--- config.mk ---
export PLATFORM = sky130hd
export DESIGN_NAME = age_replace_sel
export DESIGN_NICKNAME = d
export VERILOG_FILES = /design/src/rtl/age_sel_pkg.sv /design/src/rtl/age_frame_slot.sv /design/src/rtl/age_min_pick.sv /design/src/rtl/age_replace_sel.sv
export SDC_FILE = /design/constraint.sdc
export NUM_CORES = 1
export LEC_CHECK = 0
export BUFFER_PORTS_ARGS = -buffer_cell sky130_fd_sc_hd__buf_2
export CORE_ASPECT_RATIO = 1.4
export CORE_MARGIN = 2
export CORE_UTILIZATION = 32
export DETAILED_ROUTE_END_ITERATION = 12
export SLEW_MARGIN = 40
export SYNTH_ARGS = -nofsm -noshare
export SYNTH_HDL_FRONTEND = slang
export SYNTH_HIERARCHICAL = 1
export SYNTH_SLANG_ARGS = --single-unit
--- constraint.sdc ---
create_clock -name clk -period 10.5 [get_ports clk]
set_input_delay 2.1 -clock clk [delete_from_list [all_inputs] [get_ports clk]]
set_output_delay 2.1 -clock clk [all_outputs]
set_load 0.02 [all_outputs]
--- src/rtl/age_sel_pkg.sv ---
// Package: shared defaults and helpers for the aging replacement selector.
// Assumes frame counts of at least two.
package age_sel_pkg;
    localparam int DEF_FRAMES = 6;
    localparam int DEF_AGE_W  = 8;

    // Width of an index able to name n frames (at least one bit).
    function automatic int idx_width(input int n);
        return (n > 1) ? $clog2(n) : 1;
    endfunction
endpackage

--- src/rtl/age_frame_slot.sv ---
// Module: one frame's referenced flag and age counter.
// Assumes ref_i and tick_i are synchronous single-cycle strobes.
module age_frame_slot #(
    parameter int AGE_W = 8
) (
    input  logic             clk,
    input  logic             rst_n,
    input  logic             ref_i,
    input  logic             tick_i,
    output logic [AGE_W-1:0] age_o
);
    logic             r_bit;
    logic [AGE_W-1:0] age_q;

    // Age on tick; latch reference flag (same-cycle reference belongs to next interval).
    always_ff @(posedge clk) begin
        if (!rst_n) begin
            r_bit <= 1'b0;
            age_q <= '0;
        end else if (tick_i) begin
            age_q <= {r_bit, age_q[AGE_W-1:1]};
            r_bit <= ref_i;
        end else if (ref_i) begin
            r_bit <= 1'b1;
        end
    end

    assign age_o = age_q;


    reset_clear_chk: assert property (@(posedge clk) !rst_n |=> (age_q == '0) && !r_bit);

    shift_in_chk: assert property (@(posedge clk) disable iff (!rst_n)
        tick_i |=> (age_q[AGE_W-1] == $past(r_bit)) && (age_q[AGE_W-2:0] == $past(age_q[AGE_W-1:1])));

    flag_clear_chk: assert property (@(posedge clk) disable iff (!rst_n)
        (tick_i && !ref_i) |=> !r_bit);

    flag_set_chk: assert property (@(posedge clk) disable iff (!rst_n)
        ref_i |=> r_bit);

    age_hold_chk: assert property (@(posedge clk) disable iff (!rst_n)
        !tick_i |=> $stable(age_q));
endmodule

--- src/rtl/age_min_pick.sv ---
// Module: finds the smallest counter among all frames; the lowest index wins ties.
// Assumes ages are packed with frame 0 in the least significant slice.
module age_min_pick #(
    parameter int NUM_FRAMES = 6,
    parameter int AGE_W      = 8,
    parameter int IDX_W      = 3
) (
    input  logic                        clk,
    input  logic                        rst_n,
    input  logic [NUM_FRAMES*AGE_W-1:0] ages_i,
    output logic [IDX_W-1:0]            min_idx_o,
    output logic [AGE_W-1:0]            min_age_o
);
    // Linear scan with strict compare so earlier frames keep ties.
    always_comb begin
        min_age_o = ages_i[AGE_W-1:0];
        min_idx_o = '0;
        for (int k = 1; k < NUM_FRAMES; k++) begin
            if (ages_i[k*AGE_W +: AGE_W] < min_age_o) begin
                min_age_o = ages_i[k*AGE_W +: AGE_W];
                min_idx_o = IDX_W'(k);
            end
        end
    end

    for (genvar g = 0; g < NUM_FRAMES; g++) begin : g_chk

        min_bound_chk: assert property (@(posedge clk) disable iff (!rst_n)
            min_age_o <= ages_i[g*AGE_W +: AGE_W]);

        tie_low_chk: assert property (@(posedge clk) disable iff (!rst_n)
            (ages_i[g*AGE_W +: AGE_W] == min_age_o) |-> (int'(min_idx_o) <= g));
    end
endmodule

--- src/rtl/age_replace_sel.sv ---
// Module: aging-counter victim selector (top).
// Assumes tick and reference strobes come from the clock domain of clk;
// a victim request samples counters as they stand before any same-cycle tick.
module age_replace_sel #(
    parameter int NUM_FRAMES = age_sel_pkg::DEF_FRAMES,
    parameter int AGE_W      = age_sel_pkg::DEF_AGE_W,
    parameter int IDX_W      = age_sel_pkg::idx_width(NUM_FRAMES)
) (
    input  logic                  clk,
    input  logic                  rst_n,
    input  logic [NUM_FRAMES-1:0] ref_strb,
    input  logic                  tick,
    input  logic                  victim_req,
    output logic                  victim_vld,
    output logic [IDX_W-1:0]      victim_idx
);
    localparam int FLAT_W = NUM_FRAMES * AGE_W;

    logic [FLAT_W-1:0] ages_flat;
    logic [IDX_W-1:0]  min_idx;
    logic [AGE_W-1:0]  min_age;

    for (genvar g = 0; g < NUM_FRAMES; g++) begin : g_slot
        age_frame_slot #(.AGE_W(AGE_W)) u_slot (
            .clk    (clk),
            .rst_n  (rst_n),
            .ref_i  (ref_strb[g]),
            .tick_i (tick),
            .age_o  (ages_flat[g*AGE_W +: AGE_W])
        );
    end

    age_min_pick #(.NUM_FRAMES(NUM_FRAMES), .AGE_W(AGE_W), .IDX_W(IDX_W)) u_pick (
        .clk       (clk),
        .rst_n     (rst_n),
        .ages_i    (ages_flat),
        .min_idx_o (min_idx),
        .min_age_o (min_age)
    );

    // Register the victim answer one cycle after the request.
    always_ff @(posedge clk) begin
        if (!rst_n) begin
            victim_vld <= 1'b0;
            victim_idx <= '0;
        end else begin
            victim_vld <= victim_req;
            if (victim_req) victim_idx <= min_idx;
        end
    end


    vld_timing_chk: assert property (@(posedge clk) disable iff (!rst_n)
        victim_vld == $past(victim_req));

    idx_range_chk: assert property (@(posedge clk) disable iff (!rst_n)
        victim_vld |-> (int'(victim_idx) < NUM_FRAMES));
endmodule

# ---- Word-level counts from Yosys, hierarchy flattened
# Cells that the tools add are included.
dict set report totals {
  regBits 58
  latchBits 0
  ramBits 0
  romBits 0
  in_bits 10
  out_inout_bits 4
  word_cells 46
  memories 0
}
dict set report classes {
  add_sub_neg 0
  multipliers 0
  div_mod_pow 0
  magnitude_cmp 5
  eq_ne 0
  shifts 0
  mux 21
  n_bitwise 0
  reduce_logical 6
}
# op n
set op_table {}
lappend op_table {{$lt A8 B8 Y1} 5}
lappend op_table {{$mux W8} 4}
lappend op_table {{$mux W1} 13}
lappend op_table {{$reduce_bool A2 Y1} 6}
lappend op_table {{$mux W3} 2}
lappend op_table {{$mux W2} 2}

# ---- Depth between registers and ports, before layout
# Gate-level depths: netlist (run 1).
dict set report logic_depth {
  word_depth 10
  ltp_mapped 50
  depth_no_buf 44
}

# ---- Cells and area by module
# Netlist (run 1), hierarchy kept.
# mod n_inst cells_each area_per_inst_um2 seq_area_each_um2
set modules_own_cells {}
lappend modules_own_cells {age_frame_slot 6 28 335.3 180.2}
lappend modules_own_cells {age_min_pick 1 206 1529.0 0.0}
lappend modules_own_cells {age_replace_sel 1 11 136.4 80.1}

# ---- Worst setup path before layout (run 1)
# OpenSTA, ideal clock, no wires.
dict set report synth_timing {
  kind {register -> register}
  startpoint {reg g_slot[0].u_slot.age_q[6]}
  endpoint {reg victim_idx[1]}
  arrival_ns 7.453
  path_slack_ns 2.931
  stages_incl_launch_ff 49
  n_path_buf 6
  path_cell_list {dfxtp_1 inv_1 ha_1 a21o_1 a221oi_2 o31ai_1 buf_6 mux2i_1 ha_1 and4_1 nand2_1 o21bai_2 clkbuf_1 nor2_1 a21oi_1 inv_1 ha_1 a21o_1 [... 13 more ...] nand4_1 nor2_1 a31oi_1 o31ai_4 buf_2 nand2_1 o21ai_1 ha_1 a21o_1 a21oi_1 nor2_1 nor2_1 nand2_1 o31a_1 buf_6 o211a_1 mux2i_1 nor2b_1}
}
dict set report synth_via {
  elab_chain_len 10
  word_cells_on_any_way 13
}
# item line_no
set synth_lines {}
lappend synth_lines {{start, declared} age_frame_slot.sv:13} ;# logic [AGE_W-1:0] age_q;
lappend synth_lines {{start signal, assigned} age_frame_slot.sv:21} ;# age_q <= {r_bit, age_q[AGE_W-1:1]};
lappend synth_lines {{$lt A8 B8 Y1} age_min_pick.sv:19} ;# if (ages_i[k*AGE_W +: AGE_W] < min_age_o) begin
lappend synth_lines {{$mux W8 *} age_min_pick.sv:19}
lappend synth_lines {{$lt A8 B8 Y1} age_min_pick.sv:19}
lappend synth_lines {{$mux W8} age_min_pick.sv:19}
lappend synth_lines {{$lt A8 B8 Y1} age_min_pick.sv:19}
lappend synth_lines {{$mux W8} age_min_pick.sv:19}
lappend synth_lines {{$lt A8 B8 Y1} age_min_pick.sv:19}
lappend synth_lines {{$mux W8} age_min_pick.sv:19}
lappend synth_lines {{$lt A8 B8 Y1} age_min_pick.sv:19}
lappend synth_lines {{$mux W3 *} age_min_pick.sv:19}
lappend synth_lines {{named net min_idx[1]} age_replace_sel.sv:20} ;# logic [IDX_W-1:0] min_idx;
lappend synth_lines {{end signal, assigned} age_replace_sel.sv:48} ;# if (victim_req) victim_idx <= min_idx;
lappend synth_lines {{end, declared} age_replace_sel.sv:15} ;# output logic [IDX_W-1:0] victim_idx
# The timed path passes the listed nets; every way through them passes the cells marked *.
# A chain may end at the register's enable or synchronous reset.

# ---- Worst setup path after layout (run 1)
dict set report layout_timing {
  startpoint {reg g_slot[0].u_slot.age_q[7]}
  endpoint {reg victim_idx[1]}
}
# The elaborated chain is that of the path after synthesis.

==> results of run 1 <==
[sequential cells by signal (all words and copies together), names as in the netlist]
name,flops
victim_vld,1
victim_idx,3
g_slot.u_slot/r_bit,6
g_slot.u_slot/age_o,48
[worst min path at each step]
stage	from	to	slack (ps)
2_1_floorplan	g_slot[0].u_slot/r_bit	g_slot[0].u_slot/age_o[7]	480
3_3_place_gp	g_slot[2].u_slot/r_bit	g_slot[2].u_slot/age_o[7]	490
3_5_place_dp	g_slot[3].u_slot/r_bit	g_slot[3].u_slot/age_o[7]	510
4_1_cts	g_slot[2].u_slot/r_bit	g_slot[2].u_slot/age_o[7]	510
5_1_grt	g_slot[2].u_slot/r_bit	g_slot[2].u_slot/age_o[7]	540
6_report	g_slot[2].u_slot/r_bit	g_slot[2].u_slot/age_o[7]	510
[worst max-delay path, delay by kind of cell (launching register included)]
family	cells	cell delay [ps]
muxes	2	370
buffers and inverters	3	210
adders and majority gates	5	1530
DFF	1	370
AOI/OAI and AO/OA	16	3660
and+or+nand+nor	15	2210
[per-stage QoR]
stage	hold slack [ps]	std cells	util, %
2_1_floorplan	478	369	-
3_3_place_gp	487	512	34.2
3_5_place_dp	505	512	34.2
4_1_cts	510	528	36.9
5_1_grt	541	528	36.9
6_report	508	528	36.9
[layout make-up]
cell class                      instances  area share (%)
Multi-Input combinational cell        271            55.0
Clock buffer                           10            5.70
Clock inverter                          6            1.43
Timing Repair Buffer                   14            1.96
Tap cell                              141            4.40
Inverter                               28            2.62
Sequential cell                        58            28.9
[routing by layer]
layer	routed length [µm]	track usage [%]	vias to the layer above
met4	98	4.41	0
li1	-	-	1314
met1	3050	14.0	1158
met5	0	0	-
met3	245	3.20	7
met2	3490	21.5	42
[power by group]
| part | leakage [nW] | internal (mW) | switching [mW] | total [mW] |
|---|---|---|---|---|
| registers | 0.471 | 0.228 | 0.00521 | 0.234 |
| logic | 1.14 | 0.0710 | 0.0919 | 0.163 |
| clock network | 0.142 | 0.182 | 0.0983 | 0.280 |
| total | 1.76 | 0.481 | 0.195 | 0.676 |
==> impl_metrics.json, run 1 <==
{
  "routed_via_density": 4.77,
  "synthesis.nets": 409,
  "cp-end-kind": "flop",
  "die_h_um": 129,
  "cts_sinks": 58,
  "grt-ovfl-total": 0,
  "clk_latency_ps": 320,
  "grt_max_degree": 59,
  "timing.final.crit_share_pct": 80.6,
  "fin_ws_ps": 2040,
  "synth_area_um2": 3570,
  "maxCapViolations": 0,
  "regArea_um2": 1160,
  "hold_viol": 0,
  "r2r-end": "victim_idx[1]",
  "n_antenna_cell": 0,
  "cts_max_path_buffers": 2,
  "areaGrowthSynthToFinish_pct": 12.4,
  "numPortBuffers": 13,
  "ant_nets": 0,
  "power_leakage_nw": 1.76,
  "rsz0062_at_grt": "no",
  "ctsResizeCount": 0,
  "fmax_ghz": 0.118,
  "ir_drop_mv": 0.0925,
  "routedWlPerCell_um": 13.0,
  "final_area_um2": 4010,
  "num_rows": 45,
  "crit_arrival_ps": 8670,
  "grtUsageTotal_pct": 12.1,
  "critical_path.max_stage_delay_ps": 560,
  "setup_violations": 0,
  "vias": 2521,
  "dr.pass1.iters": 4,
  "r2r_slack_ps": 2040,
  "cp-start-kind": "flop",
  "grt_antenna_before_repair": 0,
  "fin_nets": 422,
  "p_total_mw": 0.676,
  "final_common_cell": "mux2i_1",
  "hold_path.class": "reg2reg",
  "drt_iter0_drc": 114,
  "min_period_ps": 8460,
  "critPathKind": "reg2reg",
  "htreeDepth": 3,
  "post-dp-hpwl_um": 4880,
  "layout_common_cells": "mux2i_1 (67), nor2b_1 (60), dfxtp_1 (58)",
  "ctsHoldBuffers": 0,
  "cp_max_fo": 17,
  "path_clk_slew_ps": 50,
  "fin_worst_skew_ps": 4.08,
  "status": "finished clean",
  "placed_area_um2": 3720,
  "drv_slew": 0,
  "drive_gt1_share_pct": 11.1,
  "grt_pass1_vias": 2437,
  "drc": 0,
  "crit_required_ps": 10720,
  "wl_um": 6880,
  "cts_tree": "built",
  "die-area_um2": 12000,
  "r2r_cells": 41,
  "numCtsBuffers": 9,
  "final.setup.tns_ps": 0,
  "routabilityCongestion": 0.832,
  "crit_path_end": "victim_idx[1]",
  "die_w_um": 93.3,
  "timing.slew.headroom_pct": 55.1,
  "synth_warnings": 6,
  "synthCells": 369,
  "post-cts-setup-buffer-count": 0,
  "nFillCells": 1086,
  "avgSynthCellArea_um2": 9.68,
  "start_util_pct": 32.9,
  "place_ws_ps": 2140,
  "root_buffer": "clkbuf_16",
  "hold_path_depth": 2,
  "cp-startpoint": "g_slot[0].u_slot/age_o[7]",
  "ioPinCount": 14,
  "reg2reg_from": "g_slot[0].u_slot/age_o[7]",
  "multi_input_area_um2": 2210,
  "tightest_slew_ps": 674,
  "slowest_stage": "o31ai_4",
  "core_um2": 10900,
  "grt_pass1_wl_um": 11600,
  "cellPowerDensity_nw_per_um2": 168
}
No activity file was read; power rests on OpenSTA's default activity.
==> run 2: changes to the inputs <==
- ABC_AREA: default -> 1
- clock period: 10.5 -> 8.5 ns (I/O delays scaled with it)
==> run 2 against run 1 <==
Worst hold slack got worse by 41 ps. Core utilization increased by 0.44 points. Register-to-register slack got worse by 770 ps. Synthesized cell count increased by 33%. Synthesized area decreased by 6.8%. Fmax increased by 17%. Largest power group is now combinational logic. Critical endpoint unchanged.
==> impl_metrics.json, run 2 <==
{
  "ctsHoldBuffers": 0,
  "routabilityCongestion": 0.901,
  "synthCells": 490,
  "worstHoldStart": "g_slot[3].u_slot/r_bit",
  "timing.final.crit_share_pct": 85.0,
  "post-cts-setup-buffer-count": 0,
  "final.setup.tns_ps": 0,
  "setup_violations": 0,
  "routedWlPerCell_um": 11.0,
  "regArea_um2": 1160,
  "grt_max_degree": 59,
  "nFillCells": 1120,
  "grt_pass1_vias": 2928,
  "maxCapViolations": 0,
  "synthesis.nets": 530,
  "post-dp-hpwl_um": 5300,
  "placed_area_um2": 3550,
  "num_rows": 44,
  "grt-ovfl-total": 0,
  "layout_common_cells": "nor2_1 (117), nand2_1 (94), o21ai_0 (69)",
  "fin_worst_skew_ps": 5.43,
  "areaGrowthSynthToFinish_pct": 15.0,
  "cellPowerDensity_nw_per_um2": 263,
  "cts_tree": "built",
  "htreeDepth": 3,
  "reg2reg_from": "g_slot[0].u_slot/age_o[7]",
  "power_leakage_nw": 1.85,
  "final_common_cell": "nor2_1",
  "synth_warnings": 6,
  "die-area_um2": 11200,
  "cp_common_cell": "nor2_1",
  "hold_path.class": "reg2reg",
  "drc": 0,
  "synth_area_um2": 3330,
  "fmax_ghz": 0.138,
  "die_h_um": 125,
  "fin_nets": 550,
  "cp-start-kind": "flop",
  "critPathKind": "reg2reg",
  "root_buffer": "clkbuf_16",
  "core_um2": 10200,
  "min_period_ps": 7230,
  "crit_arrival_ps": 7440,
  "rsz0062_at_grt": "no",
  "slowest_stage": "a211oi_1",
  "wl_um": 7210,
  "r2r_cells": 37,
  "critical_path.max_stage_delay_ps": 580,
  "crit_required_ps": 8720,
  "hold_path_depth": 2,
  "path_buf_inv": 4,
  "grt_antenna_before_repair": 0,
  "cp_max_fo": 18,
  "numPortBuffers": 13,
  "multi_input_area_um2": 1940,
  "drv_slew": 0,
  "grtUsageTotal_pct": 13.9,
  "hold_viol": 0,
  "timing.slew.headroom_pct": 51.7,
  "ant_nets": 0,
  "status": "finished clean",
  "avgSynthCellArea_um2": 6.79,
  "clk_latency_ps": 330,
  "drt_iter0_drc": 149,
  "ir_drop_mv": 0.111,
  "tightest_slew_ps": 720,
  "final_area_um2": 3830,
  "cts_max_path_buffers": 2,
  "start_util_pct": 32.5,
  "vias": 3060,
  "dr.pass1.iters": 4,
  "largest_register_ffs": 48,
  "numCtsBuffers": 9,
  "cts_sinks": 58,
  "ctsResizeCount": 0,
  "ioPinCount": 14,
  "die_w_um": 90.2,
  "path_clk_slew_ps": 50,
  "r2r_slack_ps": 1270,
  "n_antenna_cell": 0,
  "cp-end-kind": "flop",
  "grt_pass1_wl_um": 12900,
  "critPathTopFamily": "compound AO/OA/AOI/OAI gates",
  "hold_path_end": "g_slot[3].u_slot/r_bit",
  "routed_via_density": 4.69,
  "drive_gt1_share_pct": 11.3,
  "r2r-end": "victim_idx[1]"
}
## run 2: worst max-delay path by stage
stage                              startpoint       endpoint  slack [ps]  cells past startpoint
floorplan           g_slot[0].u_slot/age_o[7]  victim_idx[1]        1720                     41
CTS                 g_slot[0].u_slot/age_o[7]  victim_idx[2]        1290                     38
finish              g_slot[0].u_slot/age_o[7]  victim_idx[1]        1270                     37
detailed placement  g_slot[0].u_slot/age_o[7]  victim_idx[1]        1300                     37
global placement    g_slot[0].u_slot/age_o[7]  victim_idx[1]        1740                     37
global route        g_slot[0].u_slot/age_o[7]  victim_idx[2]         520                     38
## run 2: final cells by class
| type | instances | area share (%) |
|---|---|---|
| clock buffer | 11 | 6.34 |
| clock inverter | 5 | 0.785 |
| tap | 138 | 4.51 |
| inverter | 55 | 5.39 |
| timing repair buffer | 13 | 1.83 |
| sequential | 58 | 30.3 |
| multi-input combinational | 373 | 50.8 |
## run 2: power by group
group	switching (mW)	leakage, nW	internal, mW
Clock	0.120	0.131	0.203
Sequential	0.0161	0.480	0.292
Combinational	0.240	1.24	0.136
## run 2: per-layer routing
layer,GRT usage (%),up-vias,wire length [µm],part of all wire [%]
met4,9.23,0,391,5.4
met1,15.0,1371,3150,44
met2,23.4,49,3470,48
met5,0,-,0,0
met3,3.87,24,202,2.8
li1,-,1616,-,-
## run 2: tightest hold or removal path, delay by kind of cell, from the launching register on
kind	cells	cell delay, ps
flip-flops	1	300
AO/OA/AOI/OAI	1	50
AND/OR/NAND/NOR	1	70
## run 2: stage by stage
stage	hold WS, ps	power (mW)	std cells	worst slack (ps)	utilization [%]
after floorplan	445	0.615	490	1720	-
after global placement	458	0.673	637	1740	34.7
after detailed placement	462	0.688	637	1300	34.7
after CTS	470	1.02	653	1290	37.3
after global routing	489	1.10	653	522	37.4
final	466	1.01	653	1270	37.4
